===== config.mk =====
export PLATFORM = sky130hd
export DESIGN_NAME = iq_word_assembler
export DESIGN_NICKNAME = d
export VERILOG_FILES = /design/src/rtl/iqa_pkg.sv /design/src/rtl/iqa_front.sv /design/src/rtl/iqa_window_timer.sv /design/src/rtl/iqa_pair_packer.sv /design/src/rtl/iq_word_assembler.sv
export SDC_FILE = /design/constraint.sdc
export NUM_CORES = 1
export LEC_CHECK = 0
export CELL_PAD_IN_SITES_DETAIL_PLACEMENT = 0
export CELL_PAD_IN_SITES_GLOBAL_PLACEMENT = 1
export CORE_ASPECT_RATIO = 0.5
export CORE_MARGIN = 8
export CORE_UTILIZATION = 45
export CTS_CLUSTER_DIAMETER = 30
export CTS_CLUSTER_SIZE = 10
export DETAILED_ROUTE_END_ITERATION = 6
export HOLD_SLACK_MARGIN = 0.03
export PLACE_DENSITY = 0.82
export RECOVER_POWER = 100
export SLEW_MARGIN = 20
export SYNTH_ARGS = -nofsm -noshare
export SYNTH_HDL_FRONTEND = slang
export SYNTH_HIERARCHICAL = 1
export SYNTH_SLANG_ARGS = --single-unit

===== constraint.sdc =====
create_clock -name clk -period 13.7 [get_ports clk]
set_input_delay 4.11 -clock clk [delete_from_list [all_inputs] [get_ports clk]]
set_output_delay 4.11 -clock clk [all_outputs]
set_load 0.05 [all_outputs]

===== src/rtl/iqa_pkg.sv =====
package iqa_pkg;

   typedef enum logic [1:0] {
      FMT_QUARTER = 2'b00,
      FMT_HALF    = 2'b01,
      FMT_FULL    = 2'b10,
      FMT_RSVD    = 2'b11
   } word_fmt_e;

   // log2 of the number of bus pieces that make one component
   function automatic logic [1:0] pieces_log2(input logic [1:0] code);
      case (code)
         FMT_FULL: pieces_log2 = 2'd0;
         FMT_HALF: pieces_log2 = 2'd1;
         default:  pieces_log2 = 2'd2;
      endcase
   endfunction

endpackage


===== src/rtl/iqa_front.sv =====
module iqa_front #(
   parameter int DATA_W = 12,
   parameter int STAGES = 2
) (
   input  logic              clk,
   input  logic              rst_n,
   input  logic              strobe_in,
   input  logic [DATA_W-1:0] data_in,
   output logic              lvl,
   output logic              rise,
   output logic [DATA_W-1:0] data_out
);

   logic              sy [STAGES+1];
   logic [DATA_W-1:0] dl [STAGES];

   genvar g;
   generate
      for (g = 0; g <= STAGES; g++) begin : g_sync
         if (g == 0) begin : g_head
            always_ff @(posedge clk) begin
               if (!rst_n) sy[0] <= 1'b0;
               else        sy[0] <= strobe_in;
            end
         end else begin : g_tail
            always_ff @(posedge clk) begin
               if (!rst_n) sy[g] <= 1'b0;
               else        sy[g] <= sy[g-1];
            end
         end
      end

      // data delayed by the same depth as the strobe synchroniser
      for (g = 0; g < STAGES; g++) begin : g_dly
         if (g == 0) begin : g_head
            always_ff @(posedge clk) begin
               if (!rst_n) dl[0] <= '0;
               else        dl[0] <= data_in;
            end
         end else begin : g_tail
            always_ff @(posedge clk) begin
               if (!rst_n) dl[g] <= '0;
               else        dl[g] <= dl[g-1];
            end
         end
      end
   endgenerate

   assign lvl      = sy[STAGES-1];
   assign rise     = sy[STAGES-1] & ~sy[STAGES];
   assign data_out = dl[STAGES-1];

endmodule


===== src/rtl/iqa_window_timer.sv =====
module iqa_window_timer #(
   parameter int CNT_W = 8
) (
   input  logic             clk,
   input  logic             rst_n,
   input  logic             en,
   input  logic             rise,
   input  logic             lvl,
   input  logic [CNT_W-1:0] period,
   output logic             cap,
   output logic             long_low
);

   logic [CNT_W-1:0] ph;
   logic [CNT_W-1:0] ph_eff;
   logic             run;
   logic [CNT_W:0]   low_cnt;

   assign ph_eff   = rise ? '0 : ph;
   assign cap      = en & (run | rise) & (ph_eff == (period >> 1));
   assign long_low = (low_cnt >= {1'b0, period});

   always_ff @(posedge clk) begin
      if (!rst_n) begin
         ph      <= '0;
         run     <= 1'b0;
         low_cnt <= '0;
      end else begin
         if (!en) begin
            ph  <= '0;
            run <= 1'b0;
         end else begin
            run <= run | rise;
            ph  <= (ph_eff >= period - 1'b1) ? '0 : ph_eff + 1'b1;
         end
         if (lvl)                low_cnt <= '0;
         else if (low_cnt != '1) low_cnt <= low_cnt + 1'b1;
      end
   end

endmodule


===== src/rtl/iqa_pair_packer.sv =====
module iqa_pair_packer #(
   parameter int DATA_W = 12
) (
   input  logic              clk,
   input  logic              rst_n,
   input  logic              cap,
   input  logic              rise,
   input  logic              lvl,
   input  logic              zero,
   input  logic              cont,
   input  logic [1:0]        plog,
   input  logic [DATA_W-1:0] data,
   output logic [DATA_W-1:0] out_i,
   output logic [DATA_W-1:0] out_q,
   output logic              out_valid
);

   localparam int HW = DATA_W / 2;
   localparam int QW = DATA_W / 4;

   logic [DATA_W-1:0] acc, acc_n, din, ihold;
   logic [2:0]        idx, idx_eff, mid_idx, last_idx;
   logic [3:0]        npair, ncomp;

   assign npair    = 4'd2 << plog;
   assign ncomp    = 4'd1 << plog;
   assign last_idx = 3'(npair - 4'd1);
   assign mid_idx  = 3'(ncomp - 4'd1);
   assign idx_eff  = rise ? 3'd0 : idx;
   assign din      = zero ? '0 : data;

   always_comb begin
      case (plog)
         2'd0:    acc_n = din;
         2'd1:    acc_n = {acc[HW-1:0], din[DATA_W-1 -: HW]};
         default: acc_n = {acc[DATA_W-QW-1:0], din[DATA_W-1 -: QW]};
      endcase
   end

   always_ff @(posedge clk) begin
      if (!rst_n) begin
         acc       <= '0;
         ihold     <= '0;
         idx       <= '0;
         out_i     <= '0;
         out_q     <= '0;
         out_valid <= 1'b0;
      end else begin
         out_valid <= 1'b0;
         if (cap && cont) begin
            idx <= '0;
            if (lvl) begin
               ihold <= data;
            end else begin
               out_i     <= ihold;
               out_q     <= data;
               out_valid <= 1'b1;
            end
         end else if (cap) begin
            acc <= acc_n;
            if (idx_eff == mid_idx) ihold <= acc_n;
            if (idx_eff == last_idx) begin
               out_i     <= ihold;
               out_q     <= acc_n;
               out_valid <= 1'b1;
               idx       <= '0;
            end else begin
               idx <= idx_eff + 3'd1;
            end
         end else begin
            idx <= idx_eff;
         end
      end
   end

endmodule


===== src/rtl/iq_word_assembler.sv =====
module iq_word_assembler
   import iqa_pkg::*;
#(
   parameter int DATA_W      = 12,
   parameter int RATE_W      = 6,
   parameter int SYNC_STAGES = 2
) (
   input  logic              clk,
   input  logic              rst_n,
   input  logic [DATA_W-1:0] pin_data,
   input  logic              tx_strobe,
   input  logic [1:0]        fmt_sel,
   input  logic              cont_mode,
   input  logic              hb3_on,
   input  logic [RATE_W-1:0] cic_rate,
   output logic [DATA_W-1:0] out_i,
   output logic [DATA_W-1:0] out_q,
   output logic              out_valid,
   output logic              cfg_err
);

   localparam int CNT_W = RATE_W + 2;

   generate
      if (DATA_W % 4 != 0) begin : g_bad_width
         $error("DATA_W must split into four equal pieces");
      end
      if (SYNC_STAGES < 2) begin : g_bad_sync
         $error("SYNC_STAGES must be at least 2");
      end
   endgenerate

   logic [1:0]        plog;
   logic [2:0]        shamt;
   logic [CNT_W-1:0]  period;
   logic              cfg_bad;
   logic              s_lvl, s_rise, cap, long_low;
   logic [DATA_W-1:0] s_data;

   assign plog    = pieces_log2(fmt_sel);
   assign shamt   = {1'b0, plog} + {2'b00, ~hb3_on};
   assign period  = {cic_rate, 2'b00} >> shamt;
   assign cfg_bad = (fmt_sel == FMT_RSVD)
                  | ((fmt_sel == FMT_QUARTER) & ~hb3_on)
                  | (cont_mode & (fmt_sel != FMT_FULL))
                  | (cic_rate < RATE_W'(2));

   always_ff @(posedge clk) begin
      if (!rst_n) cfg_err <= 1'b0;
      else        cfg_err <= cfg_bad;
   end

   iqa_front #(.DATA_W(DATA_W), .STAGES(SYNC_STAGES)) u_front (
      .clk(clk), .rst_n(rst_n), .strobe_in(tx_strobe), .data_in(pin_data),
      .lvl(s_lvl), .rise(s_rise), .data_out(s_data)
   );

   iqa_window_timer #(.CNT_W(CNT_W)) u_timer (
      .clk(clk), .rst_n(rst_n), .en(~cfg_bad), .rise(s_rise), .lvl(s_lvl),
      .period(period), .cap(cap), .long_low(long_low)
   );

   iqa_pair_packer #(.DATA_W(DATA_W)) u_packer (
      .clk(clk), .rst_n(rst_n), .cap(cap), .rise(s_rise), .lvl(s_lvl),
      .zero(long_low & ~cont_mode), .cont(cont_mode), .plog(plog),
      .data(s_data), .out_i(out_i), .out_q(out_q), .out_valid(out_valid)
   );

endmodule


==> results of run 1 <==
## worst reg2reg max path: stages (launching register included)
cell	delay [ps]
dfxtp_1	360
nor2b_1	150
buf_4	200
nor2b_1	320
xnor2_1	170
nand3_1	100
nor4bb_1	360
clkbuf_1	350
nand2b_1	380
o22a_1	900
nand3_1	310
o21ai_0	150
## layer usage
| layer | routed length, um | part of all wire, % |
|---|---|---|
| met5 | 0 | 0 |
| met4 | 91 | 0.87 |
| met3 | 455 | 4.4 |
| met2 | 4640 | 45 |
| met1 | 5210 | 50 |
## final cells by class
class | count | area share, %
Multi-Input combinational cell | 383 | 47.6
Tap cell | 145 | 3.18
Clock inverter | 6 | 1.10
Clock buffer | 10 | 4.19
Sequential cell | 95 | 33.3
Timing Repair Buffer | 53 | 8.95
Inverter | 25 | 1.65
## synthesized netlist by cell type, drive strengths merged (5+ instances only)
master   n
a21oi   12
and2    29
buf     17
clkbuf   8
dfxtp   95
ha      27
inv     25
mux2    12
mux2i   23
nand2   44
nand2b  10
nand3   34
nor2    35
nor2b   18
nor3     7
o211ai   5
o21ai   34
o22ai    6
xnor2   15
xor2    10
## power breakdown
part           switching (W)  internal [W]  leakage [nW]
registers         0.00000324      0.000281         0.772
clock network       0.000116      0.000133         0.148
logic              0.0000434     0.0000379          1.40
## cell families after synthesis
group | after synthesis | synth area share (%)
AO/OA/AOI/OAI | 94 | 14.3
adder cells (fa/ha/maj) | 27 | 6.81
multiplexers | 35 | 7.45
XOR/XNOR | 25 | 4.57
flip-flops | 95 | 38.4
AND/OR/NAND/NOR | 202 | 23.0
buffers and inverters | 50 | 5.45
## cell usage in the layout (no fill, tap or decap), types with 6 or more instances in the layout
| cell | instances |
|---|---|
| o21ai_0 | 31 |
| o22ai_1 | 6 |
| clkdlybuf4s50_1 | 22 |
| mux2i_1 | 23 |
| nand2_1 | 44 |
| mux2_2 | 11 |
| ha_1 | 27 |
| dlygate4sd3_1 | 27 |
| dfxtp_1 | 95 |
| nor2_1 | 34 |
| xor2_1 | 10 |
| nand2b_1 | 8 |
| nor2b_1 | 17 |
| inv_1 | 23 |
| xnor2_1 | 14 |
| a21oi_1 | 11 |
| nand3_1 | 32 |
| and2_2 | 21 |
| clkbuf_16 | 9 |
## per-stage QoR
stage	hold slack, ps	cells	util (%)
final	432	717	52.4
after global routing	456	717	52.4
after CTS	435	717	53.2
after detailed placement	418	701	50.4
after global placement	420	701	50.4
after floorplan	412	528	-
## final timing paths
check,start,end,slack [ps],cells after the start
max,fmt_sel[1],u_packer/out_q[6],4140,16
min,u_front/sy[0],u_front/sy[1],430,1
max reg2reg,u_front/sy[1],u_packer/out_q[6],9770,11
min reg2reg,u_front/sy[0],u_front/sy[1],430,1
## flip-flops by register name, indices dropped and copies added, names as in the netlist
name / flops
cfg_err: 1
u_front/dl: 24
u_front/sy: 3
u_packer/acc: 9
u_packer/idx: 3
u_packer/ihold: 12
u_packer/out_i: 12
u_packer/out_q: 12
u_packer/out_valid: 1
u_timer/low_cnt: 9
u_timer/ph: 8
u_timer/run: 1
==> metrics.md, run 1 <==
| Metric | Value |
|---|---|
| Mean Syn Cell Area | 9.39 um2 |
| Skew final | 9.56 ps |
| CP Launch Type | input pin |
| DRT antenna net count | 0 |
| Die area | 14800 um2 |
| GR peak layer | met2 |
| Clk Latency, worst-skew pair | 340 ps |
| First-pass DRT Iterations | 4 |
| Grt met2 use | a little under a quarter |
| Clock tree buffer depth | 2 |
| Area leader, netlist | dfxtp_1 |
| Core area | 10900 um2 |
| Setup repair after global routing missed its margin | false |
| CTS tree | done |
| Cell family with most CP delay | compound AO/OA/AOI/OAI gates |
| CTS Root Cell | clkbuf_16 |
| Share of layout cells above drive strength 1 | 13.3% |
| PortBufs | 50 |
| Final Wtd Congestion | ~0.8 |
| Vias | roughly 3.7k |
| Placed inst area | 5480 um2 |
| Reg area | between 1500 and 2000 um2 |
| WS Path Type | input pin to register |
| Die extent in x | 164 um |
| Clock transition at path regs | 70 ps |
| Crit path buf inv count | 3 |
| First-pass GRT wire length | 17600 um |
| Area of the multi-input gates | around 2700 um2 |
| Tot Pwr | 0.000614 W |
| Failing checks | capacitance limit, slew limit |
| Worst EP required | 13860 ps |
| # Post-CTS Setup Buffers | 0 |
| Post-synthesis cell type count | a little under 80 |
| EDFF count, synth | 0 |
| CP Max Fanout | 49 |
| Clock Sinks | 95 |
| Diode count | 0 |
| Vias in the first global route | 3531 |
| Starting Density | 45.6% |
| Syn Nets | 580 |
| Crit-path cells | dlygate4sd3_1, inv_1, ha_1, ha_1, mux2_2, mux2i_1, o21ai_0, and4bb_2, a31oi_1, o21ai_0, nor4bb_1, clkbuf_1, nand2b_1, o22a_1, nand3_1, o21ai_0 |
| Setup TNS | 0 ps |
| Slowest cell on crit path | o22a_1 |
| Synth Flop Type | dfxtp_1 |
| Detailed Route WL | 10400 um |
| Synthesized flop and latch total | 95 |
| Post-layout instance area | 5700 um2 |
| Max Cap Viol | 2 |
| VDD IR max | between 0.06 and 0.07 mV |
| Smallest setup slack after layout | 4140 ps |
| Syn Inst Count | 528 |
| Top cell type's share of synthesized area | 38.4% |
| Core Rows | 27 |
| Slew HR | -122% |
| Hold Vio Cnt, Final | 0 |
| DRC | 0 |
| Worst EP arrival | 9720 ps |
| Post-CTS sizing | 0 |
| Routed length per placed instance | 14.5 um |
| Synth async-reset ratio | 0% |
| Yosys Warn Count | 6 |
| Area contributors post-synth | dfxtp_1 (38%), ha_1 (6.8%), mux2i_1 (4.6%), nand2_1 (3.3%), and2_2 (3.2%) |
| Vias per cell | 5.11 |
| Final Setup Violations | 0 |
| Mapped Area | 4960 um2 |
| GRT Util Overall | between 10% and 20% |
| FMAX | 105 MHz |
| Area Growth Syn to Fin | 15.1% |
| Detailed Route Iter0 Violations | 206 |
| Pwr/cell area | 108 nW/um2 |
| Post-DP HPWL | around 7400 um |
| Slowest stage delay, CP | 900 ps |
| Met1 GRT Util | a little under a fifth |
| Worst Tran Pin Value | 3330 ps |
| Outcome | finished, violations left |
| Largest net degree at the start of global routing | 87 |
| FILL cells | a little over 1k |
| Antenna violations before repair | 0 |
| Max-slew violations | 137 |
| Seq/Total Area, Yosys | between 30% and 40% |
| Hold Path Class | register to register |
| # IOs | 51 |
| CP Capture Type | register |
| Leakage | 2.32 nW |
| Number of hold buffers added after cts | 0 |
| Post-layout min period | between 9000 and 10000 ps |
| Most used cell, CP | o21ai_0 |
| Final nets | 619 |
| Final period util | 69.8% |
| Cts bufs inserted | 9 |
| Met3 Use GR | 4.05% |
| Die H | ~90 um |
| H-Tree Level Count | 3 |
| GR Overflow Total | 0 |
| Place WS | 4510 ps |
Note: power is estimated with default switching activity, not from simulation.
==> inputs of run 2 (changes only) <==
Settings changed: CORE_UTILIZATION 45 to 40, PLACE_DENSITY 0.82 to 0.78.
Clock period 13.7 ns to 8.64 ns, I/O delays scaled along.
==> metrics.md, run 2 (synthesized netlist as in run 1, its figures left out) <==
| Metric | Value |
|---|---|
| First-pass DRT Iterations | 5 |
| Reg power frac | 46.2% |
| Psw | 0.000259 W |
| DRT antenna net count | 0 |
| Highest-count cells in the layout ignoring fill and taps | dfxtp_1 (95), nand2_1 (44), nor2_1 (34), nand3_1 (34), o21ai_0 (28) |
| Skew final | 9.54 ps |
| Internal power | 0.000717 W |
| Post-CTS sizing | 0 |
| Combinational group share of total power | 13.3% |
| Reg area | between 1500 and 2000 um2 |
| Largest net degree at the start of global routing | 87 |
| # Post-CTS Setup Buffers | 0 |
| CP Max Fanout | 21 |
| Slowest stage delay, CP | 700 ps |
| PortBufs | 50 |
| Final period util | 84.5% |
| Leakage | 2.33 nW |
| Leading cell type in the layout, fill and taps excluded | dfxtp_1 |
| CTS Root Cell | clkbuf_16 |
| Core area | around 12000 um2 |
| Largest register FFs | 24 |
| Post-layout instance area | 5740 um2 |
| Clk Latency, worst-skew pair | ~350 ps |
| Worst Tran Pin Value | between 3000 and 4000 ps |
| Failing checks | capacitance limit, slew limit |
| Hold Crit Depth | 1 |
| Clock tree buffer depth | 2 |
| Crit path buf inv count | 4 |
| Antenna violations before repair | 0 |
| Clock Sinks | 95 |
| VDD IR max | between 0.08 and 0.09 mV |
| Starting Density | 41.5% |
| Vias | 3717 |
| Final Wtd Congestion | between 0.8 and 0.9 |
| Vias per cell | around 5 |
| Largest reg by FF count | u_front/dl |
| Worst EP arrival | approximately 7600 ps |
| Hold Vio Cnt, Final | 0 |
| CTS tree | done |
| FMAX | 137 MHz |
| # IOs | around 50 |
| Max-slew violations | 87 |
| Setup TNS | 0 ps |
| Number of hold buffers added after cts | 0 |
| WS Path Type | input pin to register |
| GRT Util Overall | 12.8% |
| Area Growth Syn to Fin | 15.8% |
| Core Rows | 28 |
| Hold Path Class | register to register |
| Die area | 16400 um2 |
| Detailed Route WL | 10300 um |
| Switching part of the total | 26.5% |
| Die H | 94.7 um |
| Post-DP HPWL | about 7500 um |
| Detailed Route Iter0 Violations | 264 |
| Pwr/cell area | 170 nW/um2 |
| Final Util | 48.1% |
| Clk pwr share | 40.5% |
| First-pass GRT wire length | 17300 um |
| Vias in the first global route | 3430 |
| H-Tree Level Count | 3 |
| CP Depth | 16 |
| Final nets | 620 |
| Outcome | finished, violations left |
| R2R cell count | 11 |
| Placed inst area | 5510 um2 |
| Cell family with most CP delay | compound AO/OA/AOI/OAI gates |
| GR Overflow Total | 0 |
| Diode count | 0 |
| Slew HR | -114% |
| Die extent in x | 173 um |
| Max Cap Viol | 1 |
| CP Launch Type | input pin |
| Share of layout cells above drive strength 1 | between 10 and 15% |
| Crit-path cells | dlygate4sd3_1, inv_1, ha_1, buf_4, ha_1, nor2b_1, nor2_1, a211oi_1, xnor2_1, nand3_1, nor4bb_1, clkbuf_1, nand2b_1, a211oi_1, a22o_1, mux2i_1 |
| DRC | 0 |
| FILL cells | 1126 |
| Slowest cell on crit path | a211oi_1 |
| R2R Setup Slk | 4910 ps |
| Worst EP required | 8910 ps |
| Area of the multi-input gates | 2720 um2 |
| Cts bufs inserted | 9 |
| Clock transition at path regs | 70 ps |
| Post-layout min period | roughly 7300 ps |
| Setup repair after global routing missed its margin | false |
| Final Setup Violations | 0 |
| CP Capture Type | register |
| Routed length per placed instance | ~14 um |
[run 2: changes by cell type in the layout (fill, tap and decap cells not counted), moves of 2 or more]
cell | before | now
o21ai_0 | 31 | 28
nand3_2 | 2 | 0
nand3_1 | 32 | 34
o21ai_2 | 3 | 6
[run 2: power by group through the flow]
stage / clock (W) / sequential, W / combinational (W)
floorplan: 0 / 0.000460 / 0.0000997
global placement: 0 / 0.000461 / 0.000131
detailed placement: 0 / 0.000461 / 0.000132
CTS: 0.000414 / 0.000451 / 0.000133
global route: 0.000430 / 0.000451 / 0.000144
finish: 0.000396 / 0.000451 / 0.000129
[run 2: area by class of cell]
type / instances / area share (%)
multi-input combinational: 383 / 47.3
sequential: 95 / 33.1
timing repair buffer: 54 / 9.02
clock buffer: 10 / 4.16
tap: 165 / 3.60
inverter: 25 / 1.63
clock inverter: 6 / 1.11
[run 2: worst register-to-register path, delay by kind of cell (launching register included)]
family / cells / cell delay [ps]
XOR/XNOR: 1 / 150
buffers and inverters: 2 / 610
AO/OA/AOI/OAI: 2 / 970
multiplexers: 1 / 260
AND/OR/NAND/NOR: 5 / 1270
flip-flops: 1 / 400
[run 2: worst paths after layout]
kind / start / to
worst max-delay path: fmt_sel[1] / u_packer/ihold[11]
worst max register to register: u_front/sy[1] / u_packer/ihold[11]
worst min register to register: u_front/dl[0][11] / u_front/dl[1][11]
worst min-delay path: u_front/dl[0][11] / u_front/dl[1][11]
[run 2: metrics by stage]
step / setup WS (ps) / hold WS, ps / power, W / std cells
after floorplan: 2510 / 412 / 0.000560 / 528
after global placement: 1470 / 413 / 0.000592 / 722
after detailed placement: 1350 / 428 / 0.000593 / 722
after CTS: 1730 / 444 / 0.000998 / 738
after global routing: 860 / 456 / 0.00103 / 738
final: 1340 / 441 / 0.000976 / 738
[run 2: routing by layer]
layer | part of all wire (%) | vias up | global-route usage (%)
met5 | 0 | - | 0
met4 | 1.4 | 0 | 4.42
met3 | 4.5 | 10 | 3.82
met2 | 42 | 70 | 18.8
met1 | 52 | 1703 | 17.6
li1 | - | 1934 | -
